===== src/rtl/setrand_pkg.sv =====
package setrand_pkg;
  typedef enum logic {
    FN_XORFOLD = 1'b0,
    FN_RMOD    = 1'b1
  } setrand_fn_e;

  localparam logic [63:0] SEED_SALT = 64'h9E3779B97F4A7C15;
endpackage


===== src/rtl/setrand_keys.sv =====
module setrand_keys #(
  parameter int WAYS  = 4,
  parameter int KEY_W = 26,
  parameter int WAY_W = 2
) (
  input  logic                        clk,
  input  logic                        rst,
  input  logic [KEY_W-1:0]            boot_seed,
  input  logic                        kw_en,
  input  logic                        kw_priv,
  input  logic [WAY_W-1:0]            kw_way,
  input  logic [KEY_W-1:0]            kw_key,
  output logic [WAYS-1:0][KEY_W-1:0]  keys,
  output logic                        kw_illegal
);
  import setrand_pkg::*;

  localparam logic [KEY_W-1:0] SALT = KEY_W'(SEED_SALT);

  always_ff @(posedge clk) begin
    if (rst) begin
      for (int w = 0; w < WAYS; w++) begin
        keys[w] <= boot_seed ^ KEY_W'(KEY_W'(w + 1) * SALT);
      end
      kw_illegal <= 1'b0;
    end else begin
      kw_illegal <= kw_en && !kw_priv;
      if (kw_en && kw_priv && (int'(kw_way) < WAYS)) begin
        keys[kw_way] <= kw_key;
      end
    end
  end


  unpriv_keys_stable_chk: assert property (@(posedge clk) disable iff (rst)
    (kw_en && !kw_priv) |=> $stable(keys));

  illegal_cause_chk: assert property (@(posedge clk) disable iff (rst)
    kw_illegal |-> $past(kw_en && !kw_priv));
endmodule


===== src/rtl/setrand_fn.sv =====
module setrand_fn #(
  parameter int TAG_W = 20,
  parameter int IDX_W = 6,
  parameter int KEY_W = TAG_W + IDX_W
) (
  input  logic [TAG_W-1:0] tag,
  input  logic [IDX_W-1:0] line_idx,
  input  logic [KEY_W-1:0] key,
  input  logic             fn_sel,
  output logic [IDX_W-1:0] set_idx
);
  import setrand_pkg::*;

  localparam int NCH   = (TAG_W + IDX_W - 1) / IDX_W;
  localparam int PAD_W = NCH * IDX_W;

  logic [TAG_W-1:0] key_hi;
  logic [IDX_W-1:0] key_lo;
  logic [TAG_W-1:0] mixed;
  logic [PAD_W-1:0] padded;
  logic [IDX_W-1:0] folded;

  assign key_lo = key[IDX_W-1:0];
  assign key_hi = key[KEY_W-1:IDX_W];

  always_comb begin
    if (setrand_fn_e'(fn_sel) == FN_RMOD) mixed = tag + key_hi;
    else                                   mixed = tag ^ key_hi;
    padded = PAD_W'(mixed);
    folded = '0;
    for (int c = 0; c < NCH; c++) begin
      folded = folded ^ padded[c*IDX_W +: IDX_W];
    end
    set_idx = line_idx ^ key_lo ^ folded;
  end
endmodule


===== src/rtl/set_index_randomizer.sv =====
module set_index_randomizer #(
  parameter int ADDR_W     = 32,
  parameter int SETS       = 64,
  parameter int WAYS       = 4,
  parameter int LINE_BYTES = 64,
  localparam int OFF_W = $clog2(LINE_BYTES),
  localparam int IDX_W = $clog2(SETS),
  localparam int TAG_W = ADDR_W - OFF_W - IDX_W,
  localparam int KEY_W = TAG_W + IDX_W,
  localparam int WAY_W = (WAYS > 1) ? $clog2(WAYS) : 1
) (
  input  logic                  clk,
  input  logic                  rst,
  input  logic [KEY_W-1:0]      boot_seed,
  input  logic                  fn_sel,
  input  logic                  skew_en,
  input  logic                  req_valid,
  input  logic [ADDR_W-1:0]     req_addr,
  input  logic                  req_first,
  input  logic [IDX_W-1:0]      req_idx,
  input  logic                  kw_en,
  input  logic                  kw_priv,
  input  logic [WAY_W-1:0]      kw_way,
  input  logic [KEY_W-1:0]      kw_key,
  output logic                  kw_illegal,
  output logic                  out_valid,
  output logic [WAYS*IDX_W-1:0] out_idx
);
  logic [WAYS-1:0][KEY_W-1:0] keys;
  logic [WAYS*IDX_W-1:0]      gen_idx;
  logic [WAYS*IDX_W-1:0]      nxt_idx;
  logic [TAG_W-1:0]           req_tag;
  logic [IDX_W-1:0]           req_line;

  assign req_line = req_addr[OFF_W +: IDX_W];
  assign req_tag  = req_addr[ADDR_W-1 -: TAG_W];

  setrand_keys #(.WAYS(WAYS), .KEY_W(KEY_W), .WAY_W(WAY_W)) u_keys (
    .clk(clk), .rst(rst), .boot_seed(boot_seed),
    .kw_en(kw_en), .kw_priv(kw_priv), .kw_way(kw_way), .kw_key(kw_key),
    .keys(keys), .kw_illegal(kw_illegal)
  );

  for (genvar w = 0; w < WAYS; w++) begin : g_way
    logic [KEY_W-1:0] way_key;
    assign way_key = skew_en ? keys[w] : keys[0];
    setrand_fn #(.TAG_W(TAG_W), .IDX_W(IDX_W), .KEY_W(KEY_W)) u_fn (
      .tag(req_tag), .line_idx(req_line), .key(way_key),
      .fn_sel(fn_sel), .set_idx(gen_idx[w*IDX_W +: IDX_W])
    );
  end

  assign nxt_idx = req_first ? gen_idx : {WAYS{req_idx}};

  always_ff @(posedge clk) begin
    if (rst) begin
      out_valid <= 1'b0;
      out_idx   <= '0;
    end else begin
      out_valid <= req_valid;
      if (req_valid) out_idx <= nxt_idx;
    end
  end


  valid_follow_chk: assert property (@(posedge clk) disable iff (rst)
    req_valid |=> out_valid);

  idle_hold_chk: assert property (@(posedge clk) disable iff (rst)
    !req_valid |=> (!out_valid && $stable(out_idx)));

  bypass_carry_chk: assert property (@(posedge clk) disable iff (rst)
    (req_valid && !req_first) |=> (out_idx == {WAYS{$past(req_idx)}}));

  shared_key_ways_equal_chk: assert property (@(posedge clk) disable iff (rst)
    (req_valid && req_first && !skew_en) |=> (out_idx == {WAYS{out_idx[IDX_W-1:0]}}));
endmodule


===== config.mk =====
export PLATFORM = sky130hd
export DESIGN_NAME = set_index_randomizer
export DESIGN_NICKNAME = d
export VERILOG_FILES = /design/src/rtl/setrand_pkg.sv /design/src/rtl/setrand_keys.sv /design/src/rtl/setrand_fn.sv /design/src/rtl/set_index_randomizer.sv
export SDC_FILE = /design/constraint.sdc
export NUM_CORES = 1
export LEC_CHECK = 0
export BUFFER_PORTS_ARGS = -buffer_cell sky130_fd_sc_hd__buf_2
export CORE_ASPECT_RATIO = 1.1
export CORE_MARGIN = 2
export CORE_UTILIZATION = 29
export CTS_CLUSTER_SIZE = 20
export DETAILED_ROUTE_END_ITERATION = 10
export SLEW_MARGIN = 20
export SYNTH_ARGS = -nofsm -noshare
export SYNTH_HDL_FRONTEND = slang
export SYNTH_SLANG_ARGS = --single-unit

===== constraint.sdc =====
create_clock -name clk -period 5.25 [get_ports clk]
set_input_delay 1.05 -clock clk [delete_from_list [all_inputs] [get_ports clk]]
set_output_delay 1.05 -clock clk [all_outputs]
set_load 0.1 [all_outputs]

==> flow_results.org, run 1 <==
** STA
- Period utilisation layout :: 0.811
- Minimum setup slack in the final design :: 0.992 ns
- In this run the tightest slew margin relative to its limit is 0.240.
- Worst setup skew after layout :: 0.0142 ns
- The number of hold violations in the final report is 0.
- Static timing analysis puts the maximum clock frequency at 0.235 GHz.
- For the pin with the worst max-slew slack, the measured transition is 1.14 ns.
- Min Clock Period, post-route :: 4.26 ns
- After routing, the total negative slack on setup checks comes to 0 ns.
- Setup repair after global routing left no endpoint under its margin.
- Setup violations remaining at the end of the flow were counted as 0.
- Max Transition Viols Final :: 0

** Yosys
- Of the post-synthesis cell area, the dominant cell type holds 0.287.
- After synthesis the cells add up to 10900 um^2.
- Count of cell types in the netlist :: 75
- Post-Synthesis Net Count :: 1401
- A synthesized cell averages 8.90 um^2.
- Ranking of synthesized cells by area :: edfxtp_1 (29%), xnor2_1 (9.8%), ha_1 (8.7%)
- Most used standard cell by instance count after synthesis :: nand2_1
- For this run, the register share of the synthesized area comes to 0.335.
- By count the netlist is led by nand2_1 (170), xnor2_1 (122), edfxtp_1 (104).
- Cells after Synth :: 1221
- Share of async-settable or async-resettable flops after synthesis :: 0
- After synthesis the netlist holds a flip-flop and latch count of 130.
- The largest total area in the synthesized netlist belongs to edfxtp_1.
- Yosys warning total :: 0
- Most used flip-flop cell after synthesis :: edfxtp_1
- Number of synthesized flops with an enable pin :: 104

** Global route
- Number of antenna violations at the first check in global routing :: 1
- Global route overflow :: 0
- The number of global-route vias before repair was 9509.
- Met2 Track Usage GR :: 0.328
- Maximum number of pins on one net before global-route repair :: 36
- In this run the most used layer during global routing was met2.
- Global-route wire length before repair :: 60300 um
- Total global routing track utilization :: 0.209
- Met3 track demand over resource in global routing :: 0.0325
- For this run, global-route usage on met1 was measured as 0.297.

** Critical path
- The critical path is of the input pin to flip-flop type.
- Critical-path cell with the highest stage delay :: or4b_1
- The setup check on the worst reg-to-reg path leaves a slack of 1.76 ns.
- Startpoint type of the worst setup path :: input pin
- The critical path contains buffers and inverters numbering 2 combined.
- Among the stages of the critical path, the cell type that occurs most often is a21o_1.
- Nature of the critical path endpoint :: flip-flop
- Cell family with the largest share of critical-path delay :: compound AO/OA/AOI/OAI gates
- WP data required :: 5.57 ns
- Traced cell by cell, the critical path runs through buf_2, buf_4, nand2b_1, nand2_1, ha_1, a21oi_1, o21ai_1, a21o_1, a21o_1, a32oi_1, nor4_1, or4b_1, a32o_1.
- Of all nets on the critical path, the largest fanout is 27.
- On the worst path, the slowest cell contributes a delay of 0.52 ns.
- For the worst setup path, the data arrival time is 4.58 ns.

** Run status
- The flow ran to the end, and the final reports show no timing, DRC or antenna violations.

** Final layout
- After the last flow step, the layout net total stands at 1507.
- Final Core Density :: 0.342
- Area Overhead vs Synth :: 16.4%
- Of the cells placed in the final design, the portion with a size suffix greater than 1 is 0.144.

** Routing
- Average wire per cell in the routed design :: 22.5 um
- Final wirelength :: 41400 um
- After detailed routing, the number of vias per cell comes to 5.39.
- Post-route DRC :: 0
- The detailed router finished its first iteration with 784 violations.
- In this run the remaining antenna-violating nets after routing total 0.
- Overall via count from detail_route :: 9888
- First drt pass iteration count :: 5

** Clock tree
- CTS tree :: built
- Buffer count from post-CTS setup fixing :: 0
- Resized cells post-CTS :: 0
- After clock tree synthesis, the clock-pin slew on the worst setup and hold paths is 0.07 ns.
- For this design, the sink count on the clock tree is 130.
- Maximum number of buffers from clock root to sink :: 2
- Post-CTS Hold Buffers :: 0
- CTS built an H-tree with a depth of 4.
- The later pin in the worst-skew pair is clocked with a latency of 0.44 ns.
- Buffers inserted during clock tree synthesis total 17.
- Clock root buffer :: clkbuf_16

** Floorplanning
- Die X :: 189 um
- Standard-cell row count :: 74
- Die H :: 207 um
- For this design the top-level I/O count stands at 126.
- Die area :: 39100 um^2
- The region available for standard cell placement spans 37000 um^2.
- For this configuration, the core starts out at a cell density of 0.294.

** Placement
- Total half-perimeter wirelength after legalization and detailed placement :: 33500 um
- Pre-CTS setup slack :: 0.596 ns
- Input and output buffers added on the ports amount to 119.
- Final RePlAce weighted congestion :: 0.962

** Run
- Maximum capacitance violations :: 0

** Power and ir drop
- Lkg Pwr :: 0.00546 uW
- In this run the power density over the cells is 388 nW/um^2.
- The worst-case IR drop observed on VDD is 0.252 mV.

** Worst hold path
- The worst hold path belongs to the class flip-flop to flip-flop.
worst register-to-register path, cell delays in order (launching register included):
cell and delay [ns]:
edfxtp_1 0.40, inv_1 0.11, nor2_1 0.07, a21oi_1 0.25, inv_1 0.08, ha_1 0.32, a211oi_1 0.28, nor2_2 0.11
o21ai_4 0.27, o21ai_1 0.20, o41ai_1 0.51, or4_1 0.19, and2_1 0.26, mux2i_1 0.23, o31ai_1 0.09
routing by layer:
layer	vias up	wire length [um]
li1	4678	-
met1	4745	18900
met2	429	18500
met3	36	3120
met4	0	801
met5	-	0
report_power, final:
| part | leakage [uW] | internal (uW) | switching, uW |
|---|---|---|---|
| Sequential | 0.00121 | 1260 | 70.9 |
| Combinational | 0.00397 | 857 | 1500 |
| Clock | 0.000284 | 711 | 519 |
placed cells by master (no fill, tap or decap), drive strengths merged, types with 7 or more instances in the layout:
| master | Yosys | final |
|---|---|---|
| nor3 | 18 | 18 |
| ha | 76 | 76 |
| clkbuf | 40 | 17 |
| xor2 | 26 | 26 |
| edfxtp | 104 | 104 |
| a211oi | 13 | 13 |
| mux2i | 12 | 12 |
| nor2b | 17 | 17 |
| buf | 10 | 137 |
| a21o | 73 | 73 |
| nand3 | 22 | 22 |
| o211ai | 7 | 7 |
| o21ai | 58 | 58 |
| and2 | 8 | 8 |
| nand2 | 170 | 170 |
| dfxtp | 26 | 26 |
| a22o | 49 | 49 |
| and3 | 11 | 11 |
| nand4 | 8 | 8 |
| inv | 25 | 32 |
| a21oi | 100 | 100 |
| o21bai | 10 | 10 |
| xnor2 | 122 | 122 |
| nor2 | 91 | 91 |
| nand2b | 24 | 24 |
through the flow:
step | total power (uW) | area (um^2) | std cells | hold slack (ns)
5_1_grt | 5130 | 12700 | 1834 | 0.494
4_1_cts | 4890 | 12700 | 1834 | 0.474
3_5_place_dp | 3660 | 12100 | 1802 | 0.460
3_3_place_gp | 3650 | 12100 | 1802 | 0.450
2_1_floorplan | 3020 | 10900 | 1221 | 0.709
6_report | 4910 | 12700 | 1835 | 0.471
flip-flops by register name, summed over array words and instances, names as in the netlist:
| name | cells |
|---|---|
| out_idx | 24 |
| u_keys.kw_illegal | 1 |
| u_keys.keys | 104 |
| out_valid | 1 |
cells by family (layout without fill, tap and decap cells):
group,after synthesis,count (layout),synth area share
and+or+nand+nor,395,395,0.165
AOI/OAI and AO/OA,375,375,0.240
xor gates and xnor gates,151,151,0.125
DFF,130,130,0.335
adders and majority gates,80,80,0.0948
buffers and inverters,77,196,0.0270
muxes,13,13,0.0121
other,0,1,0
worst paths after layout:
path | startpoint | to | cells after the start
setup / recovery | skew_en | out_idx[23] | 13
hold / removal | out_idx[11] | out_idx[11] | 2
setup reg to reg | u_keys.keys[7] | out_idx[13] | 14
hold reg to reg | out_idx[11] | out_idx[11] | 2
area by class of cell:
cell class              count  area, um^2
fillers                  3910       24400
multi-input cells        1014        6970
repair buffers            137         731
inverters                  27         101
well taps                 494         618
clock inverters            15         169
diodes                      1        2.50
clock buffers              17         425
flip-flops and latches    130        3640
Power figures use the tool's default switching activity.
==> run 2, diff against run 1 <==
Clock period 5.25 ns to 3.8 ns, I/O delays scaled along.
==> flow_results.org, run 2 (synthesized netlist as in run 1, its figures left out) <==
** Run status
- Status :: finished, final reports clean

** Clock tree
- Cts bufs inserted :: 17
- The tree built by TritonCTS fans out to 130 sinks.
- Clock-pin slew was measured on the worst setup and hold paths at 0.07 ns.
- For this design, the CTS-stage hold fixing added 0 buffers.
- Post-CTS timing repair inserted 0 buffers for setup.
- Clock tree synthesis selected as its root buffer the cell clkbuf_16.
- H-Tree Level Count :: 4
- The clock passes through at most 2 buffers.
- For the worst-skew pair, the clock arrives at the later sink with an insertion delay of 0.45 ns.
- CTS tree :: built
- Resized cells post-CTS :: 0

** Routing
- In the routed layout, each cell is associated on average with a via count of 5.33.
- Count of antenna-violating nets left after detailed routing :: 0
- The routed layout has 10.2k vias.
- Count of routing violations after the opening detailed-route iteration :: 917
- Before antenna repair, the detailed router went through 5 iterations.
- Post-route DRC :: 0
- In the final routed layout, each cell accounts on average for 21.6 um.
- Summed over all layers, the routed wires come to 41300 um.

** Floorplanning
- The floorplan step set the die width to 189 um.
- Die H :: 207 um
- The die covers 39100 um^2.
- The initial utilization of the core area, before any placement, comes to 0.294.
- In this run the core area contains 74 standard-cell rows.
- The total area inside the core boundary comes to 37000 um^2.
- 126 I/O pins were placed.

** STA
- In this run the tightest slew margin relative to its limit is 0.314.
- Setup violations remaining at the end of the flow were counted as 0.
- The max-slew violation total from the final report was 0.
- Final hold violation count :: 0
- The routed design could run at a clock period as short as 3.53 ns.
- Post-Route Hold Slack :: 0.461 ns
- Across the routed clock network, the largest skew measured is 0.0168 ns.
- At the pin with the least slew margin, the transition time is 1.03 ns.
- Period utilisation layout :: 0.928
- Setup repair after global routing left no endpoint under its margin.
- Peak clock frequency supported by timing :: 0.283 GHz

** Final layout
- The register with the most flip-flops in the layout has 104 of them.
- Fin cells :: 1915
- Reg with most FFs :: u_keys.keys
- Area Overhead vs Synth :: 22.7%
- Most frequent standard cell in the layout excluding fill and tap cells :: nand2_1
- Registers with the most flip-flops :: u_keys.keys (104), out_idx (24)
- At the end of the flow the core is filled with cells to 0.360.
- Of the cells placed in the final design, the portion with a size suffix greater than 1 is 0.197.
- Leaving out fill and tap cells, the most frequent cells in the layout are nand2_1 (170), xnor2_1 (122), buf_2 (119).
- The repair_antennas step left the layout with diodes totalling 0.
- The net count of the finished layout is 1589.

** Critical path
- STA classifies the critical path startpoint as an input pin.
- Critical path type :: input pin to flip-flop
- The critical path contains buffers and inverters numbering 3 combined.
- Of all nets on the critical path, the largest fanout is 20.
- Among all stages on the critical path, the largest delay is contributed by or4b_1.
- The critical path goes through buf_2, buf_4, nand2b_1, nand2_1, ha_1, buf_4, a21oi_1, o21bai_1, a21oi_1, nor2b_1, o21ai_0, a21oi_1, or4b_1, a32o_1.
- Largest stage delay on the critical path :: 0.53 ns
- Cell family with the largest share of critical-path delay :: compound AO/OA/AOI/OAI gates
- In this design, the critical path's most frequently occurring cell is a21oi_1.
- STA puts the critical path data arrival time at 3.87 ns.
- For the worst setup path, the data required time is 4.14 ns.
- The worst setup path is captured at a flip-flop.

** Placement
- Total half-perimeter wirelength after legalization and detailed placement :: 33600 um
- Routability-driven placement finished with a final weighted congestion of 0.995.
- In this run, placement finished with an instance count of 1884.
- Port Buf Inserts :: 119

** Power and ir drop
- IR analysis of the VDD net gives a maximum drop of 0.364 mV.
- Total Power Consumption :: 7060 uW
- Dividing total power by cell area gives a power density of 530 nW/um^2.
- Lkg Pwr :: 0.00587 uW

** Global route
- Number of antenna violations at the first check in global routing :: 0
- Entering global routing, the biggest net connects 35 pins.
- For this run, the total global-route usage over all layers was measured as 0.208.
- For this run the aggregate overflow at the end of global routing stands at 0.
- The number of global-route vias before repair was 9853.
- The first global-routing pass estimated 60700 um of wire.

** Run
- Maximum capacitance violations :: 0

** Worst hold path
- The min-delay analysis places its worst path in the category flip-flop to flip-flop.
## run 2: changes by cell type in the layout (fill, tap and decap cells not counted), sizes merged
| cell | delta |
|---|---|
| clkinvlp | -2 |
| diode | -1 |
| buf | +82 |
| clkbuf | +1 |
| bufinv | +1 |
| clkinv | +1 |
| inv | -2 |
## run 2: layout make-up
type,count,area (um^2)
clock inverters,13,178
flip-flops and latches,130,3640
well taps,494,618
fillers,3817,23700
multi-input cells,1014,7020
clock buffers,18,429
inverters,27,101
repair buffers,219,1350
## run 2: worst register-to-register path, stage by stage (launching register included)
cell	delay [ns]
edfxtp_1	0.41
inv_1	0.12
nor2_1	0.08
a21oi_1	0.18
inv_1	0.07
ha_1	0.31
a211oi_1	0.31
nor2_2	0.11
o21ai_4	0.23
o2111a_1	0.31
nor4_1	0.08
or4_1	0.39
and2_1	0.24
mux2i_1	0.15
o31ai_1	0.23
## run 2: layer usage
layer,global-route usage,share of wire,vias up
li1,-,-,4842
met1,0.289,0.46,4889
met2,0.333,0.45,401
met3,0.0274,0.056,69
met4,0.0719,0.032,0
met5,0,0,-
## run 2: final timing paths
kind | start | to | slack, ns | depth (start not counted)
worst max register to register | u_keys.keys[7] | out_idx[13] | 0.50 | 14
worst min-delay path | out_idx[11] | out_idx[11] | 0.46 | 2
worst max-delay path | skew_en | out_idx[23] | 0.27 | 14
worst min register to register | out_idx[11] | out_idx[11] | 0.46 | 2
## run 2: power by group
part | total [uW] | leakage (uW) | switching (uW) | internal, uW
Sequential | 1830 | 0.00121 | 89.2 | 1740
Combinational | 3480 | 0.00437 | 2120 | 1360
Clock | 1760 | 0.000295 | 715 | 1040
## run 2: stage by stage
step / setup slack [ns] / TNS (ns) / cell area (um^2)
final: 0.272 / 0 / 13300
after global routing: 0.0700 / 0 / 13300
after CTS: 0.304 / 0 / 13300
after detailed placement: -0.141 / -0.785 / 12700
after global placement: -0.0846 / -0.497 / 12700
after floorplan: -0.0150 / -0.0150 / 11000
